$ cat src/rtl/remap_window_dec.sv
module remap_window_dec #(
  parameter int ADDR_W = 36,
  parameter int FLD_LO = 20,
  parameter int DATA_W = 64,
  parameter int OFF_W  = 8,
  parameter logic [OFF_W-1:0] BASE_OFF  = 'h90,
  parameter logic [OFF_W-1:0] LIMIT_OFF = 'h98
) (
  input  logic              clk,
  input  logic              rst_n,
  input  logic              wr_en,
  input  logic [OFF_W-1:0]  wr_off,
  input  logic [DATA_W/8-1:0] wr_be,
  input  logic [DATA_W-1:0] wr_data,
  input  logic [OFF_W-1:0]  rd_off,
  output logic [DATA_W-1:0] rd_data,
  input  logic              ext_lock,
  input  logic [ADDR_W-1:0] addr_in,
  output logic              hit
);
  localparam int FLD_W = ADDR_W - FLD_LO;
  localparam logic [FLD_W-1:0] BASE_RST  = '1;
  localparam logic [FLD_W-1:0] LIMIT_RST = '0;

  logic [FLD_W-1:0] base_fld, limit_fld, fmask, fdata, base_nxt, limit_nxt;
  logic             base_lock, limit_lock;
  logic             sel_base, sel_limit, set_lock;
  logic [DATA_W-1:0] base_word, limit_word;
  logic             unused_in;

  for (genvar i = 0; i < FLD_W; i++) begin : g_fmask
    assign fmask[i] = wr_be[(i + FLD_LO) / 8];
  end

  assign fdata     = wr_data[ADDR_W-1:FLD_LO];
  assign sel_base  = wr_en && (wr_off == BASE_OFF);
  assign sel_limit = wr_en && (wr_off == LIMIT_OFF);
  assign set_lock  = wr_be[0] && wr_data[0];
  assign base_nxt  = (fdata & fmask) | (base_fld & ~fmask);
  assign limit_nxt = (fdata & fmask) | (limit_fld & ~fmask);
  assign unused_in = ^{wr_data, wr_be};

  always_ff @(posedge clk) begin
    if (!rst_n) begin
      base_fld   <= BASE_RST;
      limit_fld  <= LIMIT_RST;
      base_lock  <= 1'b0;
      limit_lock <= 1'b0;
    end else begin
      if (sel_base && !base_lock) begin
        if (!ext_lock) base_fld <= base_nxt;
        if (set_lock)  base_lock <= 1'b1;
      end
      if (sel_limit && !limit_lock) begin
        if (!ext_lock) limit_fld <= limit_nxt;
        if (set_lock)  limit_lock <= 1'b1;
      end
    end
  end

  assign base_word  = ({{(DATA_W-FLD_W){1'b0}}, base_fld} << FLD_LO)
                    | {{(DATA_W-1){1'b0}}, base_lock};
  assign limit_word = ({{(DATA_W-FLD_W){1'b0}}, limit_fld} << FLD_LO)
                    | {{(DATA_W-1){1'b0}}, limit_lock};

  always_comb begin
    rd_data = '0;
    if (rd_off == BASE_OFF)       rd_data = base_word;
    else if (rd_off == LIMIT_OFF) rd_data = limit_word;
  end

  // The low-bit fills make a comparison on bits above FLD_LO exact.
  logic [FLD_W-1:0] addr_hi;
  logic             win_on;
  assign addr_hi = addr_in[ADDR_W-1:FLD_LO];
  assign win_on  = base_fld <= limit_fld;
  assign hit     = win_on && (addr_hi >= base_fld) && (addr_hi <= limit_fld);


  base_frozen_chk: assert property (@(posedge clk) disable iff (!rst_n)
    base_lock |=> ($stable(base_fld) && base_lock));

  limit_frozen_chk: assert property (@(posedge clk) disable iff (!rst_n)
    limit_lock |=> ($stable(limit_fld) && limit_lock));

  ext_freeze_chk: assert property (@(posedge clk) disable iff (!rst_n)
    ext_lock |=> ($stable(base_fld) && $stable(limit_fld)));

  rsvd_zero_chk: assert property (@(posedge clk) disable iff (!rst_n)
    (rd_data[DATA_W-1:ADDR_W] == '0) && (rd_data[FLD_LO-1:1] == '0));

  hit_win_chk: assert property (@(posedge clk) disable iff (!rst_n)
    hit |-> (rd_off != BASE_OFF || rd_data[ADDR_W-1:FLD_LO] <= addr_hi));
endmodule

$ cat config.mk
export PLATFORM = sky130hd
export DESIGN_NAME = remap_window_dec
export DESIGN_NICKNAME = d
export VERILOG_FILES = /design/src/rtl/remap_window_dec.sv
export SDC_FILE = /design/constraint.sdc
export NUM_CORES = 1
export LEC_CHECK = 0
export BUFFER_PORTS_ARGS = -buffer_cell sky130_fd_sc_hd__buf_2
export CORE_ASPECT_RATIO = 0.6
export CORE_MARGIN = 2
export CORE_UTILIZATION = 47
export DETAILED_ROUTE_END_ITERATION = 7
export PLACE_DENSITY = 0.87
export SLEW_MARGIN = 30
export SYNTH_ARGS = -nofsm -noshare
export SYNTH_HDL_FRONTEND = slang
export SYNTH_SLANG_ARGS = --single-unit
export TNS_END_PERCENT = 1
$ cat constraint.sdc
create_clock -name clk -period 3.45 [get_ports clk]
set_input_delay 0 -clock clk [delete_from_list [all_inputs] [get_ports clk]]
set_output_delay 0 -clock clk [all_outputs]
set_load 0.01 [all_outputs]
==> results by group, run 1 <==
Outcome
  – Status: finished clean

Pwr
  – Clock power frac: 0.386
  – Net switching share of the total power: 0.2509
  – P per Cell Area: 244.0 mW/mm²
  – Switch Pwr: roughly 0.22 mW
  – Peak VDD IR: 0.0001429 V
  – Combinational share of power: 0.167
  – Int Power: 0.6583 mW
  – Leakage: 1.906 nW
  – Seq pwr share: 0.447

Floorplanning
  – I/O pins: 193
  – Chip width: 108.8 µm
  – Die height: 66.86 µm
  – Die area: a little over 0.007 mm²
  – Total core area: 0.006248 mm²
  – Num rows: 22
  – Effective utilization at floorplan: 0.4954

CTS
  – Clock Tree Root: clkbuf_8
  – Post-CTS sizing: 0
  – Total CTS buffers: 5
  – Clock Path Buffers: 2
  – Worst-Skew Late Latency: about 0.29 ns
  – H-tree depth: 2
  – Clk slew on worst S/H paths: 0.07 ns
  – CTS tree: yes
  – Sink Count: 34

Flow run
  – Max Cap Violations: 0

GRT
  – Global-route wire length before repair: 12060 µm
  – Remaining global-route overflow: 0
  – Met3 Track Usage GR: 0.04207
  – Met2 GRT Util: 0.3398
  – Largest net degree at the start of global routing: 35
  – Vias in the first global route: 2622
  – Initial antenna violation count: 0
  – M1 GR Usage: 0.2954
  – Total GRT Usage: 0.2143
  – GRT Max-Usage Layer: met2

Worst setup path
  – Crit path required time: approximately 3.5 ns
  – Critical Path Source Type: register
  – Setup CP Type: reg2out
  – Crit-path max FO: 3
  – Worst r2r src: base_lock$_SDFFE_PN0P_
  – Crit path DAT: around 2.6 ns
  – CP Capture Type: output port

Routing
  – DR pass1 iterations: 5
  – Final ANT Viol Nets: 0
  – Detailed router's first-iteration violation count: 218
  – Residual DRC: 0
  – WL final: 7865 µm
  – Drt wl/cell: 13.92 µm
  – Vias: between 2000 and 3000
  – Via/cell ratio: approximately 5.2

Place
  – DP Wirelength: 6471 µm
  – Post-placement cell area: between 0.003 and 0.004 mm²
  – Dpl ws: 1.157 ns
  – Final Wtd Congestion: about 0.84
  – Port-buffer cells: 74

Finish
  – FF+latch area: 680.7 µm²
  – Layout cells sized above 1: 0.1850
  – Antenna cells: 0
  – Net count, final: 656
  – Final instance area: 0.003602 mm²
  – Layout filler cell count: 561
  – Syn-to-layout area delta: 16.37%
  – Area of the multi-input gates: 0.002037 mm²

STA
  – Final Skew: 0.004550 ns
  – Final setup margin: a little over 0.8 ns
  – RSZ-0062 raised after global routing: false
  – Final Max Slew Viols: 0
  – Actual slew at the worst max-slew pin: around 0.65 ns
  – Final Critical Period: between 2 and 3 ns
  – Rel. slew slack: 0.5679
  – Period utilization: 0.7593
  – Final TNS setup: 0 ns
  – Max Clk Rate: 381.7 MHz
  – Endpoints failing hold: 0
  – Setup Viol. Count Final: 0

Yosys
  – Post-synthesis sequential area ratio: 0.2199
  – Yosys reg bits: 34
  – Post-synthesis cell type count: 35
  – Post-synthesis cell count: 394
  – Synth warn: 0
  – Mean Syn Cell Area: a little under 8 µm²
  – Syn Std Cell Area: 0.003095 mm²

Hold path
  – Worst min path class: in2reg
  – Hold_sp: wr_off[3]
-- synthesized netlist by cell type (all sizes together) --
cell | count | area [µm²]
nor3 | 1 | 5.000
mux2i | 17 | 170.2
a21o | 9 | 67.56
a221oi | 1 | 8.760
and4bb | 1 | 12.51
conb | 1 | 3.750
a211oi | 2 | 15.01
a21boi | 17 | 127.6
a21oi | 19 | 95.09
nor4b | 3 | 47.54
ha | 48 | 600.6
buf | 53 | 404.1
inv | 33 | 123.9
o21a | 1 | 7.510
clkbuf | 6 | 22.52
a2111o | 1 | 11.26
nand4 | 9 | 56.30
nand3 | 54 | 270.3
o31ai | 1 | 7.510
nand2 | 47 | 178.9
o211ai | 1 | 7.510
dfxtp | 34 | 680.7
a211o | 1 | 8.760
nor2 | 25 | 93.84
o21ai | 3 | 15.01
nand2b | 1 | 6.260
nor2b | 2 | 12.51
a22oi | 1 | 7.510
nor4 | 2 | 27.53
-- logic make-up (layout without fill, tap and decap cells) --
group / Yosys count / count (layout) / synth area share
fa+ha+maj: 48 / 48 / 0.1940
compound gates: 57 / 57 / 0.1225
flops: 34 / 34 / 0.2199
other cells: 1 / 47 / 0.001211
buf+inv: 92 / 133 / 0.1779
simple gates: 145 / 145 / 0.2296
mux: 17 / 17 / 0.05497
-- worst paths after layout --
kind / cells after the start / slack (ns) / endpoint
setup / recovery: 9 / 0.83 / hit
hold / removal: 3 / 0.06 / limit_lock$_SDFFE_PN0P_
setup reg to reg: 4 / 1.73 / register
hold reg to reg: 2 / 0.50 / register
-- placed cells by master, fill, tap and decap left out, types with 2 or more instances in the layout --
cell type / n
buf_2: 74
nand3_1: 54
ha_1: 48
conb_1: 47
nand2_1: 46
dfxtp_1: 34
inv_1: 33
nor2_1: 25
a21oi_1: 19
mux2i_1: 17
a21boi_0: 17
dlygate4sd3_1: 16
nand4_1: 9
a21o_1: 9
clkbuf_8: 8
o21ai_0: 3
nor2b_1: 2
a211oi_1: 2
buf_4: 2
-- through the flow --
step           hold WS [ns]  cells  total power [mW]    util
5_1_grt             0.07892    565            0.9165  0.5765
3_3_place_gp         0.2448    541            0.5259  0.5332
2_1_floorplan        0.1478    440            0.5225       -
4_1_cts             0.04511    565            0.8795  0.5765
6_report            0.05932    565            0.8789  0.5765
3_5_place_dp         0.2606    541            0.5314  0.5332
-- power groups by stage --
stage / logic, mW / clock network, mW / registers, mW
floorplan: 0.121 / 0 / 0.402
global placement: 0.124 / 0 / 0.402
detailed placement: 0.130 / 0 / 0.402
CTS: 0.144 / 0.342 / 0.393
global route: 0.162 / 0.361 / 0.393
finish: 0.146 / 0.340 / 0.393
-- worst max-delay path, cell delays in order (launching register included) --
cell and delay [ns]:
dfxtp_1 0.39, inv_1 0.09, ha_1 0.29, nor2b_1 0.13, o211ai_1 0.15, a21oi_1 0.09, a211o_1 0.27, a2111o_1 0.42
a211oi_1 0.31, buf_2 0.19
-- area by class of cell --
cell class / instances / share of cell area
Timing Repair Buffer: 92 / 0.1514
Clock buffer: 8 / 0.03057
Sequential cell: 34 / 0.1890
Multi-Input combinational cell: 314 / 0.5655
Inverter: 33 / 0.03439
Tap cell: 84 / 0.02918
-- per-layer routing --
metal  routed length (µm)  share of wire  vias up
met2                 3534           0.45      134
met3                  637          0.081       12
met4                   84          0.011        0
met1                 3609           0.46     1357
met5                    0              0        -
li1                     -              -     1440
-- timing repair --
action                     CTS  global route
buffers inserted             0             0
hold endpoints to repair    26             0
hold buffers                16             0
setup endpoints to repair    0             0
Power figures use the tool's default switching activity.
==> inputs of run 2 (changes only) <==
Settings changed: CORE_UTILIZATION 47 to 44, PLACE_DENSITY 0.87 to 0.82.
Clock period 3.45 ns to 2.5 ns, I/O delays scaled along.
==> results by group, run 2 (synthesis gave the netlist of run 1 again) <==
Routing
  – Routed wl met3: 615 µm (-3.5%)
  – Vias: 2875 (-2.3%)
  – WL met1: 3554 µm (-1.5%)
  – Final ANT Viol Nets: 0 (unchanged)
  – Detailed router's first-iteration violation count: 158 (-28%)
  – Drt wl/cell: 13.67 µm (-1.8%)
  – WL final: 7737 µm (-1.6%)
  – Residual DRC: 0 (unchanged)
  – DR pass1 iterations: 5 (unchanged)
  – Metal2 WL: 3539 µm (+0.14%)
  – Highest metal used: met4
  – Via/cell ratio: 5.080 (-2.5%)

GRT
  – Vias in the first global route: 2639 (+0.65%)
  – Largest net degree at the start of global routing: 35 (unchanged)
  – Total GRT Usage: 0.1973 (-0.01704)
  – Remaining global-route overflow: 0 (unchanged)
  – Global-route wire length before repair: 12190 µm (+1.0%)
  – Initial antenna violation count: 0 (unchanged)

STA
  – Final Critical Period: about 2.4 ns
  – Setup Viol. Count Final: 0 (unchanged)
  – Actual slew at the worst max-slew pin: 0.7806 ns (+0.1342 ns)
  – Final Skew: 0.004780 ns (+0.0002303 ns)
  – Endpoints failing hold: 0 (unchanged)
  – Final Max Slew Viols: 0 (unchanged)
  – Final TNS setup: 0 ns (unchanged)
  – Period utilization: 0.9659
  – Rel. slew slack: 0.4781 (-0.08974)
  – Fin Hold WS: 0.06724 ns (+0.007919 ns)
  – RSZ-0062 raised after global routing: false
  – Max Clk Rate: between 400 and 500 MHz

Hold path
  – Worst min path class: in2reg
  – Cell depth of the worst hold path: 3 (unchanged)
  – Hold_sp: wr_off[3]
  – Min-Delay Endpoint: limit_lock$_SDFFE_PN0P_

CTS
  – Sink Count: 34 (unchanged)
  – H-tree depth: 2 (unchanged)
  – Setup Fix Bufs, Post-CTS: 0 (unchanged)
  – Total CTS buffers: 5 (unchanged)
  – CTS tree: yes
  – Clock Path Buffers: 2 (unchanged)
  – Worst-Skew Late Latency: 0.27 ns (-0.02 ns)
  – Clk slew on worst S/H paths: 0.05 ns (-0.02 ns)
  – Clock Tree Root: clkbuf_16

Finish
  – Most common cell after layout, fill and taps aside: buf_2
  – Layout filler cell count: 639 (+14%)
  – Final instance area: 0.003636 mm² (+0.94%)
  – Commonest non-fill, non-tap cells in the layout: buf_2 (74), nand3_1 (54), ha_1 (48)
  – Net count, final: 656 (unchanged)
  – Syn-to-layout area delta: 17.46%
  – Layout cells sized above 1: 0.1837 (-0.001315)
  – Antenna cells: 0 (unchanged)

Worst setup path
  – CP Capture Type: output port
  – Crit path required time: 2.50 ns (-0.95 ns)
  – Worst r2r src: base_lock$_SDFFE_PN0P_
  – R2R cell count: 4 (unchanged)
  – Crit-path max FO: 3 (unchanged)
  – Crit path DAT: 2.41 ns (-0.21 ns)
  – Worst reg2reg setup slack: 0.77 ns (-0.96 ns)
  – Setup CP Type: reg2out
  – Critical Path Source Type: register

Pwr
  – P per Cell Area: 370.6 mW/mm² (+52%)
  – Peak VDD IR: 0.0002629 V (+84%)
  – Leakage: 1.917 nW (+0.59%)

Floorplanning
  – I/O pins: 193 (unchanged)
  – Total core area: 0.006734 mm² (+7.8%)
  – Die area: 0.007744 mm² (+6.5%)
  – Chip width: 112.3 µm (+3.2%)
  – Die height: 68.97 µm (+3.2%)
  – Num rows: 23 (+4.5%)
  – Effective utilization at floorplan: 0.4597 (-0.03571)

Place
  – Final Wtd Congestion: 0.8544 (+1.2%)
  – Port-buffer cells: 74 (unchanged)
  – DP Wirelength: 6108 µm (-5.6%)
  – Post-placement cell area: 0.003336 mm² (+0.11%)

Flow run
  – Max Cap Violations: 0 (unchanged)

Outcome
  – Status: finished clean
-- run 2: cell types whose count changed in the layout (fill, tap and decap cells not counted) --
cell / previous run / this run
clkbuf_8: 8 / 1
dfxtp_1: 34 / 33
dfxtp_2: 0 / 1
clkbuf_16: 0 / 5
-- run 2: worst max-delay path by stage --
| stage | start | to | slack (ns) | depth (start not counted) |
|---|---|---|---|---|
| global placement | register | hit | 0.33 | 9 |
| detailed placement | register | hit | 0.30 | 9 |
| CTS | register | hit | 0.0004 | 9 |
| global route | register | hit | 0.009 | 9 |
| floorplan | register | hit | 0.49 | 8 |
| finish | register | hit | 0.09 | 9 |
-- run 2: power by group --
group | internal [mW] | leakage (nW) | switching, mW
Clock | 0.385 | 0.0688 | 0.216
Combinational | 0.0890 | 1.57 | 0.115
Sequential | 0.543 | 0.275 | 0.000331
-- run 2: worst max-delay path: stages (launching register included) --
cell	delay [ns]
dfxtp_2	0.34
inv_1	0.06
ha_1	0.28
nor2b_1	0.13
o211ai_1	0.15
a21oi_1	0.10
a211o_1	0.27
a2111o_1	0.42
a211oi_1	0.22
buf_2	0.16
-- run 2: metrics by stage --
stage               power [mW]  worst slack (ns)  instances  utilization
global placement        0.7291            0.3269        544       0.4954
finish                   1.348           0.08513        566       0.5399
detailed placement      0.7361            0.3001        544       0.4954
global route             1.402          0.009200        566       0.5399
CTS                      1.355         0.0004245        566       0.5398
floorplan               0.7211            0.4857        440            -
-- run 2: routing by layer --
| metal | track usage | vias up |
|---|---|---|
| li1 | - | 1441 |
| met1 | 0.2593 | 1321 |
| met2 | 0.3336 | 110 |
| met3 | 0.05332 | 3 |
| met4 | 0.03659 | 0 |
| met5 | 0 | - |
-- run 2: repair_timing --
| item | in CTS | in global routing |
|---|---|---|
| hold buffers | 16 | 0 |
| setup endpoints to repair | 0 | 1 |
| endpoints found under the hold margin | 18 | 0 |
| gates resized for setup | 0 | 1 |
-- run 2: area by class of cell --
| type | instances | area, µm² | area share |
|---|---|---|---|
| Multi-Input combinational cell | 314 | 2037 | 0.5602 |
| Sequential cell | 34 | 681.9 | 0.1875 |
| Timing Repair Buffer | 92 | 545.5 | 0.1500 |
| Clock buffer | 6 | 138.9 | 0.03820 |
| Inverter | 33 | 123.9 | 0.03407 |
| Tap cell | 87 | 108.9 | 0.02994 |
